File: config.mk
export PLATFORM = sky130hd
export DESIGN_NAME = gpio_mode_mux
export DESIGN_NICKNAME = d
export VERILOG_FILES = /design/src/rtl/gpio_mm_pkg.sv /design/src/rtl/gpio_mm_rst.sv /design/src/rtl/gpio_mm_sync.sv /design/src/rtl/gpio_mm_regs.sv /design/src/rtl/gpio_mm_line.sv /design/src/rtl/gpio_mode_mux.sv
export SDC_FILE = /design/constraint.sdc
export NUM_CORES = 1
export LEC_CHECK = 0
export ABC_AREA = 1
export BUFFER_PORTS_ARGS = -buffer_cell sky130_fd_sc_hd__clkbuf_2
export CAP_MARGIN = 25
export CORE_UTILIZATION = 45
export DETAILED_ROUTE_END_ITERATION = 6
export PLACE_DENSITY = 0.82
export SLEW_MARGIN = 20
export SYNTH_ARGS = -nofsm -noshare
export SYNTH_HDL_FRONTEND = slang
export SYNTH_SLANG_ARGS = --single-unit
File: constraint.sdc
create_clock -name pclk -period 1.48 [get_ports pclk]
set_input_delay 0.148 -clock pclk [delete_from_list [all_inputs] [get_ports pclk]]
set_output_delay 0.148 -clock pclk [all_outputs]
set_load 0.01 [all_outputs]
File: src/rtl/gpio_mm_pkg.sv
package gpio_mm_pkg;
  localparam int unsigned LINES  = 8;
  localparam int unsigned ADDR_W = 12;
  localparam int unsigned DATA_W = 32;

  localparam logic [ADDR_W-1:0] OFS_DATA = 12'h000;
  localparam logic [ADDR_W-1:0] OFS_DIR  = 12'h400;
  localparam logic [ADDR_W-1:0] OFS_MODE = 12'h420;

  typedef enum logic [1:0] {
    SEL_NONE = 2'd0,
    SEL_DATA = 2'd1,
    SEL_DIR  = 2'd2,
    SEL_MODE = 2'd3
  } reg_sel_e;
endpackage

File: src/rtl/gpio_mm_rst.sv
module gpio_mm_rst (
  input  logic clk,
  input  logic arst_n,
  output logic rst_n
);
  logic [1:0] stage_q;
  logic [1:0] stage_d;

  always_comb stage_d = {stage_q[0], 1'b1};

  always_ff @(posedge clk or negedge arst_n) begin
    if (!arst_n) stage_q <= 2'b00;
    else         stage_q <= stage_d;
  end

  assign rst_n = stage_q[1];
endmodule

File: src/rtl/gpio_mm_sync.sv
module gpio_mm_sync #(
  parameter int unsigned W = 8
) (
  input  logic         clk,
  input  logic         rst_n,
  input  logic [W-1:0] d_i,
  output logic [W-1:0] q_o
);
  logic [W-1:0] meta_q;
  logic [W-1:0] sync_q;

  always_ff @(posedge clk or negedge rst_n) begin
    if (!rst_n) begin
      meta_q <= '0;
      sync_q <= '0;
    end else begin
      meta_q <= d_i;
      sync_q <= meta_q;
    end
  end

  assign q_o = sync_q;


  sync_two_stage_chk: assert property (@(posedge clk) disable iff (!rst_n)
    sync_q == $past(meta_q));
endmodule

File: src/rtl/gpio_mm_regs.sv
module gpio_mm_regs
  import gpio_mm_pkg::*;
#(
  parameter int unsigned N  = LINES,
  parameter int unsigned AW = ADDR_W,
  parameter int unsigned DW = DATA_W
) (
  input  logic          clk,
  input  logic          rst_n,
  input  logic          psel,
  input  logic          penable,
  input  logic          pwrite,
  input  logic [AW-1:0] paddr,
  input  logic [DW-1:0] pwdata,
  input  logic [N-1:0]  pad_sync_i,
  output logic [N-1:0]  dat_q,
  output logic [N-1:0]  dir_q,
  output logic [N-1:0]  mode_q,
  output logic [DW-1:0] prdata
);
  localparam int unsigned PAD_W = DW - N;

  reg_sel_e     sel;
  logic         wr_en;
  logic [N-1:0] dat_d, dir_d, mode_d;
  logic [N-1:0] rd_val;
  logic         unused_wdata;

  assign unused_wdata = ^pwdata[DW-1:N];

  always_comb begin
    if      (paddr == OFS_DATA) sel = SEL_DATA;
    else if (paddr == OFS_DIR)  sel = SEL_DIR;
    else if (paddr == OFS_MODE) sel = SEL_MODE;
    else                        sel = SEL_NONE;
  end

  assign wr_en = psel && penable && pwrite;

  always_comb begin
    dat_d  = dat_q;
    dir_d  = dir_q;
    mode_d = mode_q;
    if (wr_en) begin
      unique case (sel)
        SEL_DATA: dat_d  = pwdata[N-1:0];
        SEL_DIR:  dir_d  = pwdata[N-1:0];
        SEL_MODE: mode_d = pwdata[N-1:0];
        default:  ;
      endcase
    end
  end

  always_ff @(posedge clk or negedge rst_n) begin
    if (!rst_n) begin
      dat_q  <= '0;
      dir_q  <= '0;
      mode_q <= '0;
    end else begin
      dat_q  <= dat_d;
      dir_q  <= dir_d;
      mode_q <= mode_d;
    end
  end

  always_comb begin
    rd_val = '0;
    if (psel && !pwrite) begin
      unique case (sel)
        SEL_DATA: rd_val = pad_sync_i;
        SEL_DIR:  rd_val = dir_q;
        SEL_MODE: rd_val = mode_q;
        default:  rd_val = '0;
      endcase
    end
  end

  assign prdata = {{PAD_W{1'b0}}, rd_val};


  setup_only_no_write_chk: assert property (@(posedge clk) disable iff (!rst_n)
    !(psel && penable && pwrite) |=> $stable(dat_q) && $stable(dir_q) && $stable(mode_q));


  unmapped_no_write_chk: assert property (@(posedge clk) disable iff (!rst_n)
    (psel && penable && pwrite && sel == SEL_NONE)
      |=> $stable(dat_q) && $stable(dir_q) && $stable(mode_q));
endmodule

File: src/rtl/gpio_mm_line.sv
module gpio_mm_line (
  input  logic mode_i,
  input  logic dir_i,
  input  logic dat_i,
  input  logic hw_oe_n_i,
  input  logic hw_dout_i,
  input  logic pad_in_i,
  output logic pad_out_o,
  output logic pad_oe_n_o,
  output logic hw_din_o
);
  always_comb begin
    if (mode_i) begin
      pad_out_o  = hw_dout_i;
      pad_oe_n_o = hw_oe_n_i;
    end else begin
      pad_out_o  = dat_i;
      pad_oe_n_o = ~dir_i;
    end
    hw_din_o = mode_i & pad_in_i;
  end
endmodule

File: src/rtl/gpio_mode_mux.sv
module gpio_mode_mux
  import gpio_mm_pkg::*;
#(
  parameter int unsigned N  = LINES,
  parameter int unsigned AW = ADDR_W,
  parameter int unsigned DW = DATA_W
) (
  input  logic          pclk,
  input  logic          presetn,
  input  logic          psel,
  input  logic          penable,
  input  logic          pwrite,
  input  logic [AW-1:0] paddr,
  input  logic [DW-1:0] pwdata,
  output logic [DW-1:0] prdata,
  input  logic [N-1:0]  hw_oe_n_i,
  input  logic [N-1:0]  hw_dout_i,
  output logic [N-1:0]  hw_din_o,
  output logic [N-1:0]  pad_out_o,
  output logic [N-1:0]  pad_oe_n_o,
  input  logic [N-1:0]  pad_in_i
);
  logic         rst_n;
  logic [N-1:0] pad_sync;
  logic [N-1:0] dat_q, dir_q, mode_q;

  gpio_mm_rst u_rst (
    .clk    (pclk),
    .arst_n (presetn),
    .rst_n  (rst_n)
  );

  gpio_mm_sync #(.W(N)) u_sync (
    .clk   (pclk),
    .rst_n (rst_n),
    .d_i   (pad_in_i),
    .q_o   (pad_sync)
  );

  gpio_mm_regs #(.N(N), .AW(AW), .DW(DW)) u_regs (
    .clk        (pclk),
    .rst_n      (rst_n),
    .psel       (psel),
    .penable    (penable),
    .pwrite     (pwrite),
    .paddr      (paddr),
    .pwdata     (pwdata),
    .pad_sync_i (pad_sync),
    .dat_q      (dat_q),
    .dir_q      (dir_q),
    .mode_q     (mode_q),
    .prdata     (prdata)
  );

  for (genvar i = 0; i < N; i++) begin : g_line
    gpio_mm_line u_line (
      .mode_i     (mode_q[i]),
      .dir_i      (dir_q[i]),
      .dat_i      (dat_q[i]),
      .hw_oe_n_i  (hw_oe_n_i[i]),
      .hw_dout_i  (hw_dout_i[i]),
      .pad_in_i   (pad_in_i[i]),
      .pad_out_o  (pad_out_o[i]),
      .pad_oe_n_o (pad_oe_n_o[i]),
      .hw_din_o   (hw_din_o[i])
    );
  end


  reset_all_inputs_chk: assert property (@(posedge pclk)
    !rst_n |-> (&pad_oe_n_o) && (pad_out_o == '0) && (hw_din_o == '0));


  hw_lines_ignore_regs_chk: assert property (@(posedge pclk) disable iff (!rst_n)
    ($stable(mode_q) && $stable(hw_oe_n_i) && $stable(hw_dout_i))
      |-> $stable(pad_oe_n_o & mode_q) && $stable(pad_out_o & mode_q));


  sw_lines_quiet_chk: assert property (@(posedge pclk) disable iff (!rst_n)
    (hw_din_o & ~mode_q) == '0);
endmodule

**Word level (Yosys, flattened, before mapping)**

Index checks and enable logic that the tools add are counted.

- Output and inout bits: 56
- Input port bits: 73
- Logic and storage cells: 56
- Register bits: 42

- Eq/ne operators: 5
- Reductions and logical operators: 8
- Bitwise operators: 16
- Multiplexer cells: 21

Operators by type and width:

| operator | number |
|---|---|
| == test 12 x 11 -> 1 bit, second input constant | 2 |
| one-hot mux 8 bit (3 select lines) | 1 |
| two-way mux 1 bit | 16 |
| logical NOT 12 bit | 1 |
| AND 1 bit | 8 |
| two-way mux 8 bit | 1 |
| NOT 1 bit | 8 |
| two-way mux 2 bit | 3 |
| AND reduction 2 bit | 3 |
| == test 2 bit, second input constant | 2 |
| logical AND 1 bit | 3 |
| == test 2 x 1 -> 1 bit, second input constant | 1 |
| logical NOT 1 bit | 1 |

**Logic depth before layout (Yosys ltp)**

Gate-level depths: netlist of run 1.

- Depth after elaboration: 7
- Gate-level depth with buffers: 8
- Gate-level depth less buffers: 7

**By module**

A second synthesis of run 1 with hierarchy kept.

- Cells, all modules: 287
- Area total of the unflattened synthesis: 2377.3 um2

By module, submodules not included:

| module | instances | sequential area each (um2) | area each (um2) | cells an instance |
|---|---|---|---|---|
| gpio_mm_regs | 1 | 600.6 | 1672.9 | 204 |
| gpio_mm_sync | 1 | 400.4 | 400.4 | 16 |
| gpio_mm_line | 8 | 0.0 | 31.3 | 8 |
| gpio_mm_rst | 1 | 50.0 | 53.8 | 3 |

**Worst setup path after synthesis of run 1**

Ideal clock, no wire load.

- Path type: input to output
- Start: in paddr[1]
- End: out prdata[6]
- Path buffers: 1
- Arrival: 1.054 ns
- Setup slack: 0.278 ns
- Stages: 8
- Data required time: 1.332 ns
- Path through: nor2_1 nand2_1 nor2_8 buf_4 nand3_1 nand2_1 nor2_1 nor2_1

- Word-level cells in the longest chain between the ends: 7
- Elaborated cells on any way between the ends: 11
- Classes of those cells: eq/ne (5); mux (5); reduce/logical (1)

Ends and longest elaborated chain:

| what | RTL line | RTL |
|---|---|---|
| start, declared | gpio_mode_mux.sv:13 | `input logic [AW-1:0] paddr,` |
| == test 12 x 11 -> 1 bit | gpio_mm_regs.sv:34 | `else if (paddr == OFS_MODE) sel = SEL_MODE;` |
| two-way mux 2 bit | gpio_mm_regs.sv:34 |  |
| two-way mux 2 bit | gpio_mm_regs.sv:33 | `else if (paddr == OFS_DIR) sel = SEL_DIR;` |
| two-way mux 2 bit * | gpio_mm_regs.sv:32 | `if (paddr == OFS_DATA) sel = SEL_DATA;` |
| == test 2 bit / == test 2 x 1 -> 1 bit (equally long branches) | gpio_mm_regs.sv:69 | `unique case (sel)` |
| one-hot mux 8 bit (3 select lines) * | gpio_mm_regs.sv:69 |  |
| two-way mux 8 bit * | gpio_mm_regs.sv:68 | `if (psel && !pwrite) begin` |
| end, declared | gpio_mode_mux.sv:15 | `output logic [DW-1:0] prdata,` |

Every way passes the cells marked *; elsewhere a longest branch is shown, timed or not.

**Final worst setup path of run 1**

- Start: in paddr[1]
- End: out prdata[1]

The elaborated chain is that of the path after synthesis.

==> qor.csv, run 1 <==
stage;metric;value;unit
status;status;finished clean;
die;row_count;26;
die;die_y;75.6;um
detailed_routing;viasPerCell;4.62;
power;ir_drop;0.655;mV
power;p_comb_share;10.6;%
setup_path;cp-end-kind;primary output;
global_routing;grt_pass1_wl;7960;um
worst_hold_path;min_path_cells;3;
clocking;numCtsBuffers;5;
sta;finClkSkew;6.53;ps
global_routing;grt_overflow;0;
sta;hold_viol_final;0;
sta;rsz0062_at_grt;yes;
sta;fin_ws;51.4;ps
global_routing;antenna_found_initial;0;
setup_path;reg2reg_from;u_regs.mode_q[7]$_DFFE_PN0P_;
die;num_io_pins;129;
clocking;clk_path_buf_depth;2;
detailed_routing;firstDrtPassIters;4;
power;pwr-share-clk;42.3;%
die;fp.coreArea;5170;um^2
yosys;synth.distinct_cells;20;
global_routing;grt_pass1_vias;1759;
cells_and_area;nNetsFinal;445;
placement;dp_cells;425;
setup_path;setup.worst_path.class;in2out;
sta;slew_viol_final;0;
placement;dp_slack;-32.0;ps
yosys;synth_top_area_share;43.1;%
placement;gp_congestion;0.677;
setup_path;start_kind;input pin;
setup_path;r2r_slack;700;ps
yosys;synth_area_leaders;dfrtp_1, buf_4, nand2_1;
cells_and_area;drive_above_1_share;32.4;%
yosys;syn_inst;298;
setup_path;ff2ff_path_depth;2;
power;power.density;858;nW/um^2
die;dieArea;5710;um^2
clocking;cts.clk_slew.worst_paths;80;ps
die;initial_core_util;47.1;%
detailed_routing;drc_errors;0;
clocking;cts_tree;yes;
worst_hold_path;whs_endpoint;u_regs.dir_q[5]$_DFFE_PN0P_;
die;die_width;75.6;um
yosys;synth_warnings;0;
power;p_int;1.96;mW
setup_path;crit_arrival;1280;ps
run;max-cap-violations;0;
power;switchingPower;0.563;mW
cells_and_area;final_cells;443;
detailed_routing;via_count;2046;
placement;hpwl;3630;um
sta;final-setup-viol-count;0;
clocking;cts.sinks;42;
yosys;synth_area_per_cell;8.18;um^2
placement;io_buffers;80;
cells_and_area;area_growth_syn_to_layout;20.7;%
placement;dpl_cell_area;2670;um^2
yosys;syn_area;2440;um^2
clocking;root_buffer;clkbuf_8;
worst_hold_path;hp-class;in2reg;
cells_and_area;fin_area;2940;um^2
power;p_leak;1.76;nW
detailed_routing;post_drt_wl_per_cell;11.5;um
setup_path;worstReg2RegEnd;u_regs.mode_q[7]$_DFFE_PN0P_;
global_routing;grtUsageTotal;19.1;%
clocking;htree_levels;2;
sta;period_needed;1430;ps
setup_path;critPathMaxFanout;8;
setup_path;crit_required;1330;ps
power;netSwitchingFraction;22.3;%
detailed_routing;finalWirelength;5110;um
worst_hold_path;min-delay-start;pwdata[5];
yosys;yosysTopAreaCell;dfrtp_1;
sta;whs;93.3;ps
clocking;clk_latency;290;ps
power;p_seq_share;47.1;%
cells_and_area;antenna_cells;0;
detailed_routing;drt_iter0_drc;51;
yosys;synth_seq_cells;42;
sta;fmax;700;MHz
sta;period_share;96.5;%
yosys;yosysSeqAreaShare;43.1;%
detailed_routing;ant_nets;0;
sta;finalSetupTns;0;ps
global_routing;grt_start_max_net_pins;24;
## power by group through the flow
| stage | sequential (mW) | combinational [mW] | clock, mW |
|---|---|---|---|
| finish | 1.19 | 0.268 | 1.07 |
| global route | 1.19 | 0.304 | 1.14 |
| CTS | 1.19 | 0.266 | 1.09 |
| detailed placement | 1.21 | 0.247 | 0 |
| global placement | 1.21 | 0.241 | 0 |
| floorplan | 1.22 | 0.204 | 0 |
## registers in the layout, indices dropped and copies added, names as in the netlist
| signal | flops |
|---|---|
| u_rst.stage_q | 2 |
| u_sync.q_o | 8 |
| u_regs.mode_q | 8 |
| u_regs.dat_q | 8 |
| u_regs.dir_q | 8 |
| u_sync.meta_q | 8 |
## placed cells by master (no fill, tap or decap)
| cell type | synthesis | routed |
|---|---|---|
| nand2_2 | 2 | 3 |
| dfrtp_2 | 0 | 2 |
| nand3_1 | 17 | 17 |
| conb_1 | 2 | 25 |
| o21ai_0 | 36 | 36 |
| buf_2 | 0 | 1 |
| inv_1 | 30 | 29 |
| clkbuf_8 | 0 | 5 |
| nor2_4 | 1 | 1 |
| nand3_4 | 1 | 2 |
| nand2_4 | 2 | 2 |
| nor2_8 | 5 | 5 |
| buf_12 | 0 | 2 |
| nor2_2 | 0 | 4 |
| o21ai_2 | 4 | 4 |
| nor3_1 | 1 | 1 |
| clkinv_4 | 0 | 1 |
| nand2_1 | 70 | 69 |
| nor2_1 | 29 | 25 |
| bufinv_16 | 0 | 2 |
| dlygate4sd3_1 | 0 | 9 |
| clkbuf_2 | 0 | 79 |
| inv_2 | 2 | 3 |
| or2_1 | 1 | 1 |
| dfrtp_1 | 42 | 40 |
| buf_6 | 1 | 1 |
| buf_4 | 50 | 4 |
## stage by stage
stage	util, %	power [mW]
2_1_floorplan	-	1.42
3_3_place_gp	51.6	1.45
3_5_place_dp	51.6	1.46
4_1_cts	56.0	2.54
5_1_grt	56.9	2.64
6_report	56.9	2.53
## metal layers
layer  wire length [um]  track usage, %
met4                 56            5.76
met2               2670            33.4
met1               2150            23.6
met5                  0               0
met3                239            4.37
## worst max-delay path, cell delays in order
cell and delay [ps]:
clkbuf_2 80, nor2_1 130, nand2_2 120, nor2_8 150, nand2_1 60, nand2_1 110, nand3_4 160, nor2_1 170
clkbuf_2 150
## logic make-up after synthesis
group | synth area share, %
other | 0.308
flip-flops | 43.1
AO/OA/AOI/OAI | 8.83
AND/OR/NAND/NOR | 26.3
buffers and inverters | 21.4
## cells in the mapped netlist
| cell | number |
|---|---|
| buf_8 | 1 |
| nand3_2 | 1 |
| o21ai_2 | 4 |
| buf_4 | 50 |
| nor2_8 | 5 |
| or2_1 | 1 |
| nor2_4 | 1 |
| inv_2 | 2 |
| inv_1 | 30 |
| o21ai_0 | 36 |
| nand2_1 | 70 |
| nand2_4 | 2 |
| nand3_1 | 17 |
| nor2_1 | 29 |
| buf_6 | 1 |
| dfrtp_1 | 42 |
| nand2_2 | 2 |
| nand3_4 | 1 |
| nor3_1 | 1 |
| conb_1 | 2 |
## area by class of cell
type	count	area (um^2)
Timing Repair Buffer	96	572
Sequential cell	42	1050
Clock buffer	5	68.8
Clock inverter	3	68.8
Tap cell	70	87.6
Multi-Input combinational cell	195	971
Fill cell	503	2230
Inverter	32	120
## worst max path at each step
stage | startpoint | to | cells after the start
finish | paddr[1] | prdata[1] | 9
global route | paddr[1] | prdata[0] | 9
global placement | paddr[1] | prdata[1] | 9
floorplan | u_rst.stage_q[1]$_DFF_PN0_ | u_regs.dat_q[0]$_DFFE_PN0P_ | 0
CTS | paddr[3] | prdata[1] | 9
detailed placement | paddr[3] | u_regs.dir_q[1]$_DFFE_PN0P_ | 9
## timing repair
action | 4_1_cts | 5_1_grt
endpoints found under the hold margin | 10 | 0
hold buffers | 9 | 0
resized for setup | 0 | 13
endpoints found under the setup margin | 0 | 8
buffers inserted | 0 | 1
(Power assumes the default switching activity.)
==> inputs of run 2 (changes only) <==
Settings changed: SETUP_SLACK_MARGIN set to 0.1.
==> run 2 against run 1 <==
Setup slack better by 72 ps. Sequential cell count unchanged. Power up 2.0%. Clock skew down 0.72 ps. Count of clock-buffer cells in the layout unchanged. Non-clock buffer count up 17. Sequential power about the same. Clock power about the same. Global-route usage up 0.28 points. Worst hold slack worse by 3.1 ps. Maximum frequency up 5.3%. Critical path depth unchanged.
==> qor.csv, run 2 (synthesis gave the netlist of run 1 again) <==
stage;metric;value;unit
status;status;finished clean;
power;ir_drop;0.659;mV
die;initial_core_util;47.1;%
setup_path;crit_arrival;1210;ps
detailed_routing;finalWirelength;5590;um
die;die_y;75.6;um
clocking;clk_path_buf_depth;2;
detailed_routing;viasPerCell;4.59;
clocking;cts.clk_slew.worst_paths;80;ps
die;row_count;26;
power;p_leak;1.89;nW
run;max-cap-violations;0;
detailed_routing;ant_nets;0;
cells_and_area;antenna_cells;0;
sta;final-setup-viol-count;0;
sta;period_needed;1360;ps
cells_and_area;final_cells;460;
die;num_io_pins;129;
placement;gp_congestion;0.677;
power;p_comb_share;11.9;%
global_routing;grt_overflow;0;
sta;finClkSkew;5.81;ps
power;power.density;792;nW/um^2
global_routing;grt_start_max_net_pins;24;
setup_path;setup.worst_path.class;in2out;
cells_and_area;area_growth_syn_to_layout;33.5;%
setup_path;cp-end-kind;primary output;
worst_hold_path;hp-class;in2reg;
clocking;clk_latency;290;ps
clocking;numCtsBuffers;5;
power;switchingPower;0.590;mW
detailed_routing;drt_iter0_drc;56;
setup_path;critPathMaxFanout;5;
placement;dp_slack;-32.0;ps
sta;hold_viol_final;0;
cells_and_area;drive_above_1_share;42.8;%
power;p_int;1.99;mW
placement;hpwl;3630;um
power;netSwitchingFraction;22.9;%
setup_path;start_kind;input pin;
cells_and_area;nNetsFinal;462;
clocking;root_buffer;clkbuf_8;
die;die_width;75.6;um
power;finalPower;2.58;mW
clocking;cts.sinks;42;
sta;period_share;91.7;%
die;fp.coreArea;5170;um^2
sta;fmax;737;MHz
global_routing;antenna_found_initial;0;
placement;io_buffers;80;
detailed_routing;post_drt_wl_per_cell;12.2;um
cells_and_area;nFillCells;469;
setup_path;crit_required;1330;ps
sta;fin_ws;124;ps
die;dieArea;5710;um^2
cells_and_area;mostFrequentLayoutCells;nand2_1, clkbuf_2, dfrtp_1;
global_routing;grt_pass1_wl;8090;um
power;pwr-share-clk;41.9;%
detailed_routing;via_count;2112;
placement;dp_cells;425;
detailed_routing;firstDrtPassIters;4;
power;p_seq_share;46.2;%
sta;slew_viol_final;0;
clocking;cts_tree;yes;
detailed_routing;drc_errors;0;
placement;dpl_cell_area;2670;um^2
clocking;htree_levels;2;
sta;rsz0062_at_grt;yes;
cells_and_area;fin_area;3250;um^2
global_routing;grt_pass1_vias;1781;
global_routing;grtUsageTotal;19.4;%
[run 2: critical path: stages]
cell and delay, ps:
clkbuf_2 100, or2_4 270, nor2_8 130, buf_12 120, nand3_1 80, nand2_1 80, nor2_2 40, nor2_2 100
buf_2 140
[run 2: area by class of cell]
| cell class | instances | area (um^2) | area share (%) |
|---|---|---|---|
| well taps | 70 | 87.6 | 2.69 |
| repair buffers | 113 | 783 | 24.1 |
| flip-flops and latches | 42 | 1060 | 32.5 |
| inverters | 32 | 120 | 3.69 |
| multi-input cells | 195 | 1070 | 32.8 |
| clock inverters | 3 | 68.8 | 2.11 |
| clock buffers | 5 | 68.8 | 2.11 |
[run 2: per-stage QoR]
step / hold slack [ps] / setup TNS [ps] / utilization, %
floorplan: -148 / 0 / -
global placement: -64.2 / 0 / 51.6
detailed placement: -62.1 / -167 / 51.6
CTS: 90.8 / 0 / 56.8
global route: 80.4 / 0 / 62.9
finish: 90.2 / 0 / 62.9
[run 2: worst paths after layout]
| kind | start | end | slack, ps | cells after the start |
|---|---|---|---|---|
| worst min register to register | u_rst.stage_q[1]$_DFF_PN0_ | u_sync.meta_q[5]$_DFF_PN0_ | 200 | 0 |
| max in group asynchronous | u_rst.stage_q[1]$_DFF_PN0_ | u_regs.mode_q[2]$_DFFE_PN0P_ | 800 | 1 |
| worst max-delay path | paddr[10] | prdata[0] | 120 | 9 |
| min in group asynchronous | presetn | u_rst.stage_q[1]$_DFF_PN0_ | 170 | 2 |
| worst min-delay path | pwdata[4] | u_regs.dir_q[4]$_DFFE_PN0P_ | 90 | 3 |
| worst max register to register | u_regs.mode_q[0]$_DFFE_PN0P_ | u_regs.mode_q[0]$_DFFE_PN0P_ | 750 | 2 |
[run 2: routing by layer]
metal | share of wire [%] | vias up | global-route usage [%] | wire length, um
met5 | 0 | - | 0 | 0
li1 | - | 1032 | - | -
met3 | 4.9 | 6 | 4.37 | 275
met4 | 0.93 | 0 | 5.76 | 52
met2 | 53 | 87 | 34.6 | 2990
met1 | 41 | 987 | 23.4 | 2280
[run 2: repair_timing]
action | 4_1_cts | 5_1_grt
endpoints found under the setup margin | 8 | 9
setup buffers | 3 | 14
pin swaps | 0 | 24
cloned | 0 | 1
endpoints found under the hold margin | 10 | 0
resized for setup | 4 | 70
hold buffers | 9 | 0
[run 2: power by group through the flow]
stage | Clock, mW | Combinational, mW | Sequential, mW
final | 1.08 | 0.307 | 1.19
after global routing | 1.14 | 0.342 | 1.19
after CTS | 1.09 | 0.268 | 1.19
after detailed placement | 0 | 0.247 | 1.21
after global placement | 0 | 0.241 | 1.21
after floorplan | 0 | 0.204 | 1.22
==> inputs of run 3 (changes only) <==
Settings changed: RECOVER_POWER set to 100.
==> run 3 against run 2 <==
Maximum frequency about the same. Via count increased by 0.38%. Worst hold slack about the same. Clock power about the same. Global-route usage unchanged. Critical endpoint unchanged.
==> qor.csv, run 3 (synthesis gave the netlist of run 1 again) <==
stage;metric;value;unit
global_routing;grt_overflow;0;
cells_and_area;drive_above_1_share;37.9;%
cells_and_area;multiInputGateArea;1040;um^2
placement;gp_congestion;0.677;
setup_path;path_buf_inv;3;
setup_path;crit_required;1330;ps
sta;final-setup-viol-count;0;
setup_path;worstReg2RegEnd;u_regs.mode_q[2]$_DFFE_PN0P_;
detailed_routing;via_count;2120;
detailed_routing;finalWirelength;5600;um
cells_and_area;final_cells;460;
die;die_y;75.6;um
placement;dp_slack;-32.0;ps
detailed_routing;viasPerCell;4.61;
setup_path;start_kind;input pin;
setup_path;path_cells;clkbuf_1 -> or2_4 -> nor2_8 -> buf_12 -> nand3_1 -> nand2_1 -> nor2_2 -> nor2_2 -> buf_2;
setup_path;setup.worst_path.class;in2out;
clocking;cts.sinks;42;
sta;hold_viol_final;0;
power;power.density;805;nW/um^2
worst_hold_path;whs_endpoint;u_regs.dir_q[4]$_DFFE_PN0P_;
sta;fin_ws;124;ps
die;die_width;75.6;um
cells_and_area;final-seq-area;1060;um^2
detailed_routing;firstDrtPassIters;4;
global_routing;grt_pass1_vias;1781;
clocking;cts.clk_slew.worst_paths;80;ps
sta;period_needed;1360;ps
placement;dp_cells;425;
power;p_comb_share;11.7;%
cells_and_area;nNetsFinal;462;
sta;period_share;91.6;%
die;row_count;26;
power;pwr-share-clk;42.0;%
sta;rsz0062_at_grt;yes;
cells_and_area;final_common_cell;nand2_1;
status;status;finished clean;
power;ir_drop;0.655;mV
clocking;clk_path_buf_depth;2;
cells_and_area;antenna_cells;0;
run;max-cap-violations;0;
clocking;cts_tree;yes;
power;p_seq_share;46.3;%
setup_path;critPathMaxFanout;5;
setup_path;ff2ff_path_depth;1;
sta;finalSetupTns;0;ps
detailed_routing;drc_errors;0;
global_routing;grt_pass1_wl;8090;um
worst_hold_path;min_path_cells;3;
setup_path;crit_arrival;1210;ps
placement;io_buffers;80;
sta;finClkSkew;5.06;ps
cells_and_area;nFillCells;488;
global_routing;grt_start_max_net_pins;24;
sta;slew_viol_final;0;
clocking;root_buffer;clkbuf_8;
die;num_io_pins;129;
sta;tightestPinTransition;738;ps
die;fp.coreArea;5170;um^2
worst_hold_path;min-delay-start;pwdata[4];
power;switchingPower;0.587;mW
power;p_int;1.98;mW
detailed_routing;drt_iter0_drc;55;
cells_and_area;mostFrequentLayoutCells;nand2_1, clkbuf_2, dfrtp_1;
power;p_leak;1.79;nW
sta;fmax;737;MHz
cells_and_area;area_growth_syn_to_layout;31.0;%
power;netSwitchingFraction;22.9;%
setup_path;cp-end-kind;primary output;
die;dieArea;5710;um^2
setup_path;cp_num_cells;9;
worst_hold_path;hp-class;in2reg;
global_routing;antenna_found_initial;0;
setup_path;cp_top_family;simple AND/OR/NAND/NOR gates;
global_routing;grtUsageTotal;19.4;%
sta;maxSlewHeadroom;50.8;%
setup_path;reg2reg_from;u_rst.stage_q[1]$_DFF_PN0_;
setup_path;cp_slowest_cell;or2_4;
detailed_routing;post_drt_wl_per_cell;12.2;um
clocking;numCtsBuffers;5;
clocking;clk_latency;290;ps
setup_path;crit_top_cell;nor2_2;
die;initial_core_util;47.1;%
power;finalPower;2.57;mW
placement;hpwl;3630;um
setup_path;r2r_slack;580;ps
clocking;htree_levels;2;
detailed_routing;ant_nets;0;
setup_path;slowest_delay;280;ps
-- run 3: changes by cell type in the layout (fill, tap and decap cells not counted), sizes merged --
cell    delta
buf        -4
clkbuf     +4
-- run 3: cell type report --
| type | instances | share of cell area [%] |
|---|---|---|
| repair buffers | 113 | 23.6 |
| inverters | 32 | 3.76 |
| well taps | 70 | 2.74 |
| clock inverters | 3 | 2.16 |
| clock buffers | 5 | 2.16 |
| flip-flops and latches | 42 | 33.1 |
| multi-input cells | 195 | 32.5 |
-- run 3: layer usage --
layer / vias to the layer above / track usage [%] / wire length [um]
met4: 0 / 5.76 / 52
met2: 81 / 34.6 / 2970
met1: 999 / 23.4 / 2300
met5: - / 0 / 0
met3: 6 / 4.37 / 274
li1: 1034 / - / -
-- run 3: repair_timing --
item / 4_1_cts / 5_1_grt
cloned: 0 / 1
resized for setup: 4 / 70
hold buffers: 9 / 0
setup endpoints to repair: 8 / 9
hold endpoints to repair: 10 / 0
buffers inserted: 3 / 14
pin swaps: 0 / 24
-- run 3: worst max-delay path by stage --
stage,startpoint,slack [ps],to
3_5_place_dp,paddr[3],-30,u_regs.dir_q[1]$_DFFE_PN0P_
6_report,paddr[10],120,prdata[0]
3_3_place_gp,paddr[1],20,prdata[1]
5_1_grt,paddr[4],20,u_regs.dir_q[1]$_DFFE_PN0P_
4_1_cts,paddr[3],90,prdata[1]
2_1_floorplan,u_rst.stage_q[1]$_DFF_PN0_,220,u_regs.dat_q[0]$_DFFE_PN0P_
-- run 3: stage by stage --
| stage | util [%] | instance area [um^2] | hold slack [ps] |
|---|---|---|---|
| after detailed placement | 51.6 | 2670 | -62.1 |
| after global placement | 51.6 | 2670 | -64.2 |
| final | 61.7 | 3190 | 90.0 |
| after CTS | 56.8 | 2940 | 90.8 |
| after floorplan | - | 2520 | -148 |
| after global routing | 61.7 | 3190 | 80.3 |
-- run 3: power groups by stage --
stage	Sequential (mW)	Combinational (mW)	Clock, mW
2_1_floorplan	1.22	0.204	0
3_3_place_gp	1.21	0.241	0
3_5_place_dp	1.21	0.247	0
6_report	1.19	0.300	1.08
4_1_cts	1.19	0.268	1.09
5_1_grt	1.19	0.335	1.14
